==> src/rtl/ttm_pkg.sv <==
package ttm_pkg;

   typedef enum logic [1:0] {
      TTM_MISS   = 2'b00,
      TTM_HIT_RW = 2'b01,
      TTM_HIT_RO = 2'b10
   } ttm_res_e;

   localparam int TTM_REG_W    = 32;
   localparam int TTM_ADDR_W   = 32;
   localparam int TTM_FIELD_W  = 8;
   localparam int TTM_BASE_LSB = 24;
   localparam int TTM_MASK_LSB = 16;
   localparam int TTM_EN_BIT   = 15;
   localparam int TTM_PIGN_BIT = 14;
   localparam int TTM_SUP_BIT  = 13;
   localparam int TTM_WP_BIT   = 2;

endpackage

==> src/rtl/ttm_window_match.sv <==
module ttm_window_match
   import ttm_pkg::*;
#(
   parameter int REG_W     = TTM_REG_W,
   parameter int ADDR_W    = TTM_ADDR_W,
   parameter int FIELD_W   = TTM_FIELD_W,
   parameter int BASE_LSB  = TTM_BASE_LSB,
   parameter int MASK_LSB  = TTM_MASK_LSB,
   parameter int EN_BIT    = TTM_EN_BIT,
   parameter int PIGN_BIT  = TTM_PIGN_BIT,
   parameter int SUP_BIT   = TTM_SUP_BIT,
   parameter int WP_BIT    = TTM_WP_BIT,
   parameter bit PRIV_QUAL = 1'b1
) (
   input  logic [REG_W-1:0]  win_i,
   input  logic [ADDR_W-1:0] addr_i,
   input  logic              super_i,
   output logic [1:0]        res_o
);

   localparam int ADDR_TOP_LSB = ADDR_W - FIELD_W;

   logic [FIELD_W-1:0] diff_bits;
   logic [FIELD_W-1:0] care_bits;
   logic               addr_hit;
   logic               priv_ok;
   logic               win_on;

   assign diff_bits = addr_i[ADDR_TOP_LSB +: FIELD_W] ^ win_i[BASE_LSB +: FIELD_W];
   assign care_bits = ~win_i[MASK_LSB +: FIELD_W];
   assign addr_hit  = ((diff_bits & care_bits) == '0);
   assign win_on    = win_i[EN_BIT];

   generate
      if (PRIV_QUAL) begin : g_priv
         assign priv_ok = win_i[PIGN_BIT] | (win_i[SUP_BIT] == super_i);
      end else begin : g_nopriv
         logic unused_priv;
         assign unused_priv = super_i ^ win_i[PIGN_BIT] ^ win_i[SUP_BIT];
         assign priv_ok = 1'b1;
      end
   endgenerate

   always_comb begin
      res_o = TTM_MISS;
      if (win_on && addr_hit && priv_ok) begin
         res_o = win_i[WP_BIT] ? TTM_HIT_RO : TTM_HIT_RW;
      end
   end

endmodule

==> src/rtl/ttm_priority_chain.sv <==
module ttm_priority_chain
   import ttm_pkg::*;
#(
   parameter int N_SLOT = 2
) (
   input  logic [2*N_SLOT-1:0] slot_res_i,
   output logic [1:0]          res_o
);

   always_comb begin
      res_o = TTM_MISS;
      for (int s = N_SLOT - 1; s >= 0; s--) begin
         if (slot_res_i[2*s +: 2] != TTM_MISS) begin
            res_o = slot_res_i[2*s +: 2];
         end
      end
   end

endmodule

==> src/rtl/ttm_window_builder.sv <==
module ttm_window_builder
   import ttm_pkg::*;
#(
   parameter int REG_W    = TTM_REG_W,
   parameter int ADDR_W   = TTM_ADDR_W,
   parameter int FIELD_W  = TTM_FIELD_W,
   parameter int BASE_LSB = TTM_BASE_LSB,
   parameter int MASK_LSB = TTM_MASK_LSB,
   parameter int EN_BIT   = TTM_EN_BIT
) (
   input  logic [ADDR_W-1:0] base_i,
   input  logic [ADDR_W-1:0] size_i,
   input  logic [REG_W-1:0]  win0_i,
   input  logic [REG_W-1:0]  win1_i,
   output logic [REG_W-1:0]  word_o,
   output logic [1:0]        we_o
);

   localparam int ADDR_TOP_LSB = ADDR_W - FIELD_W;

   logic [ADDR_W-1:0] last_addr;

   assign last_addr = base_i + size_i - {{(ADDR_W-1){1'b0}}, 1'b1};

   always_comb begin
      word_o                         = '0;
      word_o[BASE_LSB +: FIELD_W]    = base_i[ADDR_TOP_LSB +: FIELD_W];
      word_o[MASK_LSB +: FIELD_W]    = last_addr[ADDR_TOP_LSB +: FIELD_W];
      word_o[EN_BIT]                 = 1'b1;
   end

   always_comb begin
      we_o = 2'b00;
      if (!win1_i[EN_BIT]) begin
         we_o = 2'b10;
      end else if (!win0_i[EN_BIT]) begin
         we_o = 2'b01;
      end
   end

endmodule

==> src/rtl/ttm_range_matcher.sv <==
module ttm_range_matcher
   import ttm_pkg::*;
#(
   parameter int REG_W     = TTM_REG_W,
   parameter int ADDR_W    = TTM_ADDR_W,
   parameter int FIELD_W   = TTM_FIELD_W,
   parameter int BASE_LSB  = TTM_BASE_LSB,
   parameter int MASK_LSB  = TTM_MASK_LSB,
   parameter int EN_BIT    = TTM_EN_BIT,
   parameter int PIGN_BIT  = TTM_PIGN_BIT,
   parameter int SUP_BIT   = TTM_SUP_BIT,
   parameter int WP_BIT    = TTM_WP_BIT,
   parameter bit PRIV_QUAL = 1'b1
) (
   input  logic [ADDR_W-1:0] addr_i,
   input  logic              super_i,
   input  logic              data_sel_i,
   input  logic [REG_W-1:0]  dwin0_i,
   input  logic [REG_W-1:0]  dwin1_i,
   input  logic [REG_W-1:0]  iwin0_i,
   input  logic [REG_W-1:0]  iwin1_i,
   output logic [1:0]        res_o,
   input  logic [ADDR_W-1:0] bld_base_i,
   input  logic [ADDR_W-1:0] bld_size_i,
   output logic [REG_W-1:0]  bld_word_o,
   output logic [1:0]        bld_we_o
);

   localparam int N_SLOT = 2;

   generate
      if (FIELD_W > ADDR_W) begin : g_chk_field
         $error("field wider than address");
      end
      if (BASE_LSB + FIELD_W > REG_W || MASK_LSB + FIELD_W > REG_W) begin : g_chk_fit
         $error("base or mask field outside the window word");
      end
      if (EN_BIT >= REG_W || PIGN_BIT >= REG_W || SUP_BIT >= REG_W || WP_BIT >= REG_W) begin : g_chk_bits
         $error("flag bit outside the window word");
      end
      if (EN_BIT == PIGN_BIT || EN_BIT == SUP_BIT || EN_BIT == WP_BIT ||
          PIGN_BIT == SUP_BIT || PIGN_BIT == WP_BIT || SUP_BIT == WP_BIT) begin : g_chk_uniq
         $error("flag bits must be distinct");
      end
   endgenerate

   logic [REG_W-1:0]    sel_win [N_SLOT];
   logic [2*N_SLOT-1:0] slot_res;

   always_comb begin
      sel_win[0] = data_sel_i ? dwin0_i : iwin0_i;
      sel_win[1] = data_sel_i ? dwin1_i : iwin1_i;
   end

   generate
      for (genvar s = 0; s < N_SLOT; s++) begin : g_slot
         ttm_window_match #(
            .REG_W    (REG_W),
            .ADDR_W   (ADDR_W),
            .FIELD_W  (FIELD_W),
            .BASE_LSB (BASE_LSB),
            .MASK_LSB (MASK_LSB),
            .EN_BIT   (EN_BIT),
            .PIGN_BIT (PIGN_BIT),
            .SUP_BIT  (SUP_BIT),
            .WP_BIT   (WP_BIT),
            .PRIV_QUAL(PRIV_QUAL)
         ) match_i (
            .win_i  (sel_win[s]),
            .addr_i (addr_i),
            .super_i(super_i),
            .res_o  (slot_res[2*s +: 2])
         );
      end
   endgenerate

   ttm_priority_chain #(
      .N_SLOT(N_SLOT)
   ) chain_i (
      .slot_res_i(slot_res),
      .res_o     (res_o)
   );

   ttm_window_builder #(
      .REG_W   (REG_W),
      .ADDR_W  (ADDR_W),
      .FIELD_W (FIELD_W),
      .BASE_LSB(BASE_LSB),
      .MASK_LSB(MASK_LSB),
      .EN_BIT  (EN_BIT)
   ) build_i (
      .base_i(bld_base_i),
      .size_i(bld_size_i),
      .win0_i(sel_win[0]),
      .win1_i(sel_win[1]),
      .word_o(bld_word_o),
      .we_o  (bld_we_o)
   );

endmodule

==> config.mk <==
export PLATFORM = sky130hd
export DESIGN_NAME = ttm_range_matcher
export DESIGN_NICKNAME = d
export VERILOG_FILES = /design/src/rtl/ttm_pkg.sv /design/src/rtl/ttm_window_match.sv /design/src/rtl/ttm_priority_chain.sv /design/src/rtl/ttm_window_builder.sv /design/src/rtl/ttm_range_matcher.sv
export SDC_FILE = /design/constraint.sdc
export NUM_CORES = 1
export LEC_CHECK = 0
export BUFFER_PORTS_ARGS = -buffer_cell sky130_fd_sc_hd__buf_2
export CAP_MARGIN = 15
export CORE_MARGIN = 5
export CORE_UTILIZATION = 25
export DETAILED_ROUTE_END_ITERATION = 10
export PLACE_DENSITY = 0.51
export SYNTH_ARGS = -nofsm -noshare
export SYNTH_HDL_FRONTEND = slang
export SYNTH_HIERARCHICAL = 1
export SYNTH_SLANG_ARGS = --single-unit
==> constraint.sdc <==
create_clock -name vclk -period 4.7
set_clock_uncertainty 0.05 [all_clocks]
set_input_delay 0.94 -clock vclk [all_inputs]
set_output_delay 0.94 -clock vclk [all_outputs]
set_load 0.01 [all_outputs]
# Yosys cells after proc, flatten, opt, wreduce, memory -nomap -nowiden

Cells that the tools add are included.

$add $sub $neg: 2
Equal/unequal tests: 2
Mux-type cells: 10
Bitwise gates (word level): 8
Reduce and logical (&&, ||, !) cells: 8

Operators by type and width:

| operator                                           | number |
|---|---|
| two-way mux 32 bit                                 | 2 |
| adder 32 bit                                       | 1 |
| subtractor 32 x 1 -> 32 bit, second input constant | 1 |
| bitwise AND 8 bit                                  | 2 |
| zero test 8 bit                                    | 2 |
| inverter 8 bit                                     | 2 |
| XOR 8 bit                                          | 2 |
| two-way mux 2 bit                                  | 7 |
| logical AND 1 bit                                  | 4 |
| nonzero test 2 bit                                 | 2 |
| equality test 1 bit                                | 2 |
| bitwise OR 1 bit                                   | 2 |
| two-way mux 1 bit                                  | 1 |

Register bits: 0
Output and inout port bits: 36
Logic and storage cells: 30

# Depth between registers and ports, before layout

Gate-level depths: netlist (run 1).

Word-level depth: 10
Gate-level depth with buffers: 10
Depth with buffers taken out: 10

# By module

Netlist (run 1), hierarchy kept.

By module, submodules not included:

| module             | instances | cells an instance | area an instance (um^2) | seq. area each (um^2) |
|---|---|---|---|---|
| ttm_window_builder | 1         | 350               | 2273.4                  | 0.0 |
| ttm_range_matcher  | 1         | 71                | 1077.3                  | 0.0 |
| ttm_window_match   | 2         | 17                | 136.4                   | 0.0 |
| ttm_priority_chain | 1         | 4                 | 20.0                    | 0.0 |

# Worst setup path before layout (run 1)

Ideal clock, no wire load.

Kind: in2out
From: in bld_base_i[27]
To: out bld_word_o[22]
Arrival time: 2.973 ns
Required time: 3.710 ns
Slack: 0.737 ns
Stages on the path: 10
Path buffers: 0
Cells stage by stage: inv_1 > ha_1 > inv_1 > ha_1 > a21o_1 > a21o_1 > a21oi_1 > mux2_2 > a31o_1 > a311oi_1

Cells in the longest elaborated chain, start to end: 2

Ends and longest elaborated chain:

| what                        | RTL line                 | RTL |
|---|---|---|
| start: declaration          | ttm_range_matcher.sv:23  | `input logic [ADDR_W-1:0] bld_base_i,` |
| adder 32 bit                | ttm_window_builder.sv:23 | `assign last_addr = base_i + size_i - {{(ADDR_W-1){1'b0}}, 1'b1};` |
| subtractor 32 x 1 -> 32 bit | ttm_window_builder.sv:23 |  |
| end: declaration            | ttm_range_matcher.sv:25  | `output logic [REG_W-1:0] bld_word_o,` |

No other way between the ends.

# Worst setup path in the final report (run 1)

Same ends and word-level chain as after synthesis.

==> results of run 1 <==
worst min-delay path by stage:
stage          depth (start not counted)        endpoint      startpoint  slack [ns]
6_report                               2  bld_word_o[28]  bld_base_i[28]        2.03
5_1_grt                                2  bld_word_o[28]  bld_base_i[28]        2.04
2_1_floorplan                          1  bld_word_o[24]  bld_base_i[24]        1.92
4_1_cts                                2  bld_word_o[28]  bld_base_i[28]        2.03
3_5_place_dp                           2  bld_word_o[28]  bld_base_i[28]        2.03
3_3_place_gp                           2  bld_word_o[24]  bld_base_i[24]        2.03
worst max-delay path: cells and delay by family:
| kind | cells | cell delay, ns |
|---|---|---|
| adders and majority gates | 2 | 0.61 |
| buffers and inverters | 4 | 0.35 |
| muxes | 1 | 0.35 |
| AOI/OAI and AO/OA | 5 | 1.04 |
layer usage:
metal	up-vias	routed length, um	GRT usage [%]
met5	-	27	0
met4	4	114	1.10
met3	10	939	3.17
met2	156	4350	21.0
met1	1410	3210	11.1
li1	1724	-	-
per-stage QoR:
step / instances / instance area (um2)
after floorplan: 449 / 3340
after global routing: 767 / 4140
after detailed placement: 765 / 4130
after CTS: 765 / 4130
after global placement: 765 / 4130
final: 767 / 4140
power by group:
group / leakage [nW] / internal [mW] / switching, mW
clock network: 0.0000127 / 0.0000000569 / 0
logic: 2.49 / 0.255 / 0.266
registers: 0 / 0 / 0
total: 2.49 / 0.255 / 0.266
cell type report:
cell class	instances	area [um2]	share of cell area [%]
antenna	2	5.00	0.121
inverter	125	469	11.3
multi-input combinational	293	2560	61.8
tap	172	215	5.20
timing repair buffer	175	891	21.5
==> metrics.cfg, run 1 <==
[logic_synthesis]
yosysWarnings=6
syn_avg_cell_area_um2=7.56
netlist_instances=435
syn_area_um2=3290

[setup_path]
slowest_stage=ha_1
endpoint=bld_word_o[22]
required_ns=3.71
critPathKind=in -> out
crit_fanout=5
crit_path_end_kind=output port
cp_data_arrival_time_ns=3.28
start_kind=primary input
cpPeakStageDelay_ns=0.35
cp_cell_sequence=buf_2, inv_1, ha_1, inv_1, ha_1, a21o_1, a21o_1, a21oi_1, mux2_2, a31o_1, a311oi_1, buf_2
worstSetupStartpoint=bld_base_i[27]

[placement]
place.gp.congestion=0.777
post-dp-hpwl_um=8190
dp_worst_setup_slack_ns=0.418
io_buffer_count=174

[pwr]
finalPower_mw=0.520
p_per_area_nw_per_um2=126
p_leak_nw=2.49
vdd_drop_max_uv=34.1

[detailed_routing]
drt-initial-drc-count=87
viasPerCell=4.31
routedWlPerCell_um=11.3
via_count=3304
drt_pass1_iterations=4
final_antenna_net_count=0
wl_um=8640
drc=0

[final_layout]
drive_above_1_share_pct=37.9
final_common_cell=buf_2
finalNetCount=880
final-seq-area_um2=0
area_delta_synth_final_pct=25.9
clkbuf_count=0
fillCellCount=1393
layout_common_cells=buf_2, inv_1, ha_1, mux2_4, a21oi_1
fin_util_pct=32.4
seq_cells=0

[floorplanning]
rows=41
die_area_um2=15500
fp.dieH_um=125
die_x_um=125
pin_count=262
initial_core_util_pct=25.7
core_area_um2=12800

[clock_tree]
cts.repair.resized=0
post-cts-setup-buffer-count=0
hold_buffers=0

[sta]
final_max_slew_viol_count=0
holdWs_ns=2.03
worst_slack_ns=0.427
setup_viol=0
min_period_ns=4.27
hold_violations=0
period_share_pct=90.9
grt_setup_unrepaired=no
setup_tns_ns=0
fmax_mhz=234

[grt]
track_usage_pct=10.5
grt_max_degree=41
antenna_found_initial=4
gr-total-overflow=0
grt_pass1_vias=3479
grt_pass1_wl_um=14600

[status]
status=finished, final reports clean

[hold_path]
hold_class=in -> out

[flow_run]
maxCapViolCount=0

Note: power is estimated with default switching activity, not from simulation.
==> run 2, diff against run 1 <==
--- a/config.mk
+++ b/config.mk
@@ -5,12 +5,12 @@
 export SDC_FILE = /design/constraint.sdc
 export NUM_CORES = 1
 export LEC_CHECK = 0
-export BUFFER_PORTS_ARGS = -buffer_cell sky130_fd_sc_hd__buf_2
 export CAP_MARGIN = 15
 export CORE_MARGIN = 5
 export CORE_UTILIZATION = 25
 export DETAILED_ROUTE_END_ITERATION = 10
-export PLACE_DENSITY = 0.51
+export DONT_BUFFER_PORTS = 1
+export PLACE_DENSITY = 0.35
 export SYNTH_ARGS = -nofsm -noshare
 export SYNTH_HDL_FRONTEND = slang
 export SYNTH_HIERARCHICAL = 1
==> metrics.cfg, run 2 (synthesis results as in run 1) <==
[status]
status=finished, final reports clean

[floorplanning]
die_area_um2=15500
die_x_um=125
pin_count=262
rows=41
core_area_um2=12800
initial_core_util_pct=25.7
fp.dieH_um=125

[final_layout]
fin_cells=590
clkbuf_count=0
antennaDiodeCount=0
finalNetCount=705
seq_cells=0
final_common_cell=inv_1
area_delta_synth_final_pct=-1.33
drive_above_1_share_pct=12.0
final-seq-area_um2=0
layout_common_cells=inv_1, ha_1, mux2_4, a21oi_1, xnor2_1

[clock_tree]
hold_buffers=0
cts.repair.resized=0
post-cts-setup-buffer-count=0

[grt]
antenna_found_initial=0
gr-total-overflow=0
grt_pass1_wl_um=12500
grt_pass1_vias=2734
grt_max_degree=41
track_usage_pct=9.18

[placement]
io_buffer_count=0
dp_cells=590
post-dp-hpwl_um=7300
place.gp.congestion=0.742

[setup_path]
cp_data_arrival_time_ns=3.19
start_kind=primary input
crit_path_end_kind=output port
crit_fanout=5
critPathKind=in -> out
required_ns=3.71

[sta]
fmax_mhz=239
setup_viol=0
grt_setup_unrepaired=no
min_period_ns=4.18
slew_headroom_pct=62.6
hold_violations=0
setup_tns_ns=0
period_share_pct=89.0
worstMarginPinSlew_ns=0.557
final_max_slew_viol_count=0

[flow_run]
maxCapViolCount=0

[pwr]
p_per_area_nw_per_um2=128
pwr-share-comb_pct=100.0
pwr-share-clk_pct=0
power.internal_mw=0.190
p_sw_mw=0.226
p_leak_nw=1.79
p_seq_share_pct=0
p_sw_share_pct=54.4
vdd_drop_max_uv=27.4

[detailed_routing]
routedWlPerCell_um=13.1
via_count=2590
drt-initial-drc-count=69
final_antenna_net_count=0
drc=0
drt_pass1_iterations=4
wl_um=7710
viasPerCell=4.39

[hold_path]
holdPathStages=0
hold_class=in -> out

[run 2: critical path, stage by stage]
cell	delay, ns
inv_1	0.02
ha_1	0.26
inv_1	0.04
ha_1	0.37
a21o_1	0.23
a21o_1	0.18
a21oi_1	0.17
mux2_2	0.35
a31o_1	0.19
a311oi_1	0.46
[run 2: worst paths after layout]
check,startpoint,endpoint,slack (ns)
max,bld_base_i[27],bld_word_o[22],0.52
min,bld_base_i[24],bld_word_o[24],1.83
[run 2: area by class of cell]
class                           instances  area [um2]
Inverter                              125         469
Tap cell                              172         215
Fill cell                            1446        9530
Multi-Input combinational cell        293        2560
[run 2: power by group through the flow]
| stage | Sequential (mW) | Clock [mW] | Combinational (mW) |
|---|---|---|---|
| final | 0 | 0 | 0.416 |
| after global routing | 0 | 0 | 0.480 |
| after CTS | 0 | 0 | 0.427 |
| after detailed placement | 0 | 0 | 0.425 |
| after global placement | 0 | 0 | 0.424 |
| after floorplan | 0 | 0 | 0.382 |
[run 2: per-stage QoR]
| stage | area (um2) | utilization (%) | hold slack (ns) | setup WS [ns] | power (mW) |
|---|---|---|---|---|---|
| CTS | 3240 | 25.4 | 1.83 | 0.444 | 0.427 |
| global placement | 3240 | 25.4 | 1.83 | 0.450 | 0.424 |
| floorplan | 3340 | - | 1.92 | 0.737 | 0.382 |
| finish | 3240 | 25.4 | 1.83 | 0.515 | 0.416 |
| global route | 3240 | 25.4 | 1.83 | 0.324 | 0.480 |
| detailed placement | 3240 | 25.4 | 1.83 | 0.449 | 0.425 |
[run 2: metal layers]
metal / vias up / part of all wire [%] / track usage (%)
li1: 1367 / - / -
met1: 1128 / 42 / 10.7
met2: 95 / 50 / 17.7
met3: 0 / 7.8 / 2.53
met4: 0 / 0 / 0.0645
met5: - / 0 / 0
==> run 3, diff against run 2 <==
--- a/config.mk
+++ b/config.mk
@@ -5,12 +5,14 @@
 export SDC_FILE = /design/constraint.sdc
 export NUM_CORES = 1
 export LEC_CHECK = 0
+export ABC_AREA = 1
 export CAP_MARGIN = 15
 export CORE_MARGIN = 5
 export CORE_UTILIZATION = 25
 export DETAILED_ROUTE_END_ITERATION = 10
 export DONT_BUFFER_PORTS = 1
 export PLACE_DENSITY = 0.35
+export RECOVER_POWER = 50
 export SYNTH_ARGS = -nofsm -noshare
 export SYNTH_HDL_FRONTEND = slang
 export SYNTH_HIERARCHICAL = 1
==> metrics.cfg, run 3 <==
[final_layout]
antennaDiodeCount=0
final_common_cell=nand2_1
seq_cells=0
area_delta_synth_final_pct=-0.328
layout_common_cells=nand2_1, inv_1, nor2_1, ha_1, nand3_1
drive_above_1_share_pct=1.85
final-seq-area_um2=0
finalNetCount=1042
clkbuf_count=0

[pwr]
power.internal_mw=0.164
pwr-share-clk_pct=0
p_leak_nw=2.61
vdd_drop_max_uv=36.6
pwr-share-comb_pct=100.0
p_seq_share_pct=0
p_per_area_nw_per_um2=125
p_sw_mw=0.310
p_sw_share_pct=65.4

[floorplanning]
die_x_um=133
core_area_um2=15100
rows=45
initial_core_util_pct=25.3
fp.dieH_um=133
pin_count=262
die_area_um2=17800

[placement]
post-dp-hpwl_um=9550
place.gp.congestion=0.833
io_buffer_count=0

[logic_synthesis]
netlist_instances=778
syn_area_um2=3810
yosysWarnings=6
syn_avg_cell_area_um2=4.90

[detailed_routing]
drc=0
wl_um=10300
routedWlPerCell_um=10.9
drt-initial-drc-count=112
drt_pass1_iterations=5
viasPerCell=4.18
via_count=3941
final_antenna_net_count=0

[setup_path]
crit_fanout=5
worstSetupStartpoint=bld_base_i[25]
required_ns=3.71
critPathKind=in -> out
start_kind=primary input
crit_path_end_kind=output port
cp_data_arrival_time_ns=2.69

[grt]
grt_pass1_vias=3714
track_usage_pct=10.7
grt_pass1_wl_um=16700
gr-total-overflow=0
grt_max_degree=42
antenna_found_initial=0

[clock_tree]
post-cts-setup-buffer-count=0
cts.repair.resized=0
hold_buffers=0

[status]
status=finished, final reports clean

[hold_path]
hold_class=in -> out
worstHoldStart=bld_base_i[24]

[sta]
hold_violations=0
setup_tns_ns=0
holdWs_ns=1.83
worstMarginPinSlew_ns=1.05
min_period_ns=3.68
fmax_mhz=272
final_max_slew_viol_count=0
grt_setup_unrepaired=no
slew_headroom_pct=29.7
setup_viol=0
period_share_pct=78.3

[flow_run]
maxCapViolCount=0

## run 3: through the flow
step / power [mW] / worst slack [ns] / instance area, um2 / util [%] / instances
global route: 0.563 / 0.729 / 3800 / 25.2 / 943
floorplan: 0.401 / 1.36 / 3860 / - / 792
global placement: 0.481 / 1.00 / 3800 / 25.2 / 943
CTS: 0.487 / 0.994 / 3800 / 25.2 / 943
detailed placement: 0.483 / 1.01 / 3800 / 25.2 / 943
finish: 0.474 / 1.02 / 3800 / 25.2 / 943
## run 3: power by group through the flow
stage          Clock (mW)  Sequential [mW]  Combinational (mW)
2_1_floorplan           0                0               0.401
3_3_place_gp            0                0               0.481
3_5_place_dp            0                0               0.483
4_1_cts                 0                0               0.487
5_1_grt                 0                0               0.563
6_report                0                0               0.474
## run 3: layout make-up
type                            count  area (um2)
Tap cell                          188         235
Multi-Input combinational cell    545        2780
Inverter                          210         788
Fill cell                        1826       11300
## run 3: per-layer routing
metal	wire [um]	part of all wire (%)	global-route usage, %	vias to the layer above
met5	0	0	0	-
met4	42	0.41	0.571	0
met3	594	5.8	1.77	6
met2	4920	48	19.8	102
met1	4750	46	13.7	1652
li1	-	-	-	2181
## run 3: path summary, 6_finish.rpt
path | end | slack, ns | cells past startpoint
setup / recovery | bld_word_o[19] | 1.02 | 13
hold / removal | bld_word_o[24] | 1.83 | 0
## run 3: worst max-delay path: stages
cell and delay, ns:
inv_1 0.02, ha_1 0.27, inv_1 0.04, ha_1 0.41, nand2_1 0.15, nor2_1 0.14, and2_1 0.16, nand2_1 0.10
nor2_1 0.10, nand2_1 0.10, nand2_1 0.08, nand2_1 0.05, nand2_1 0.13
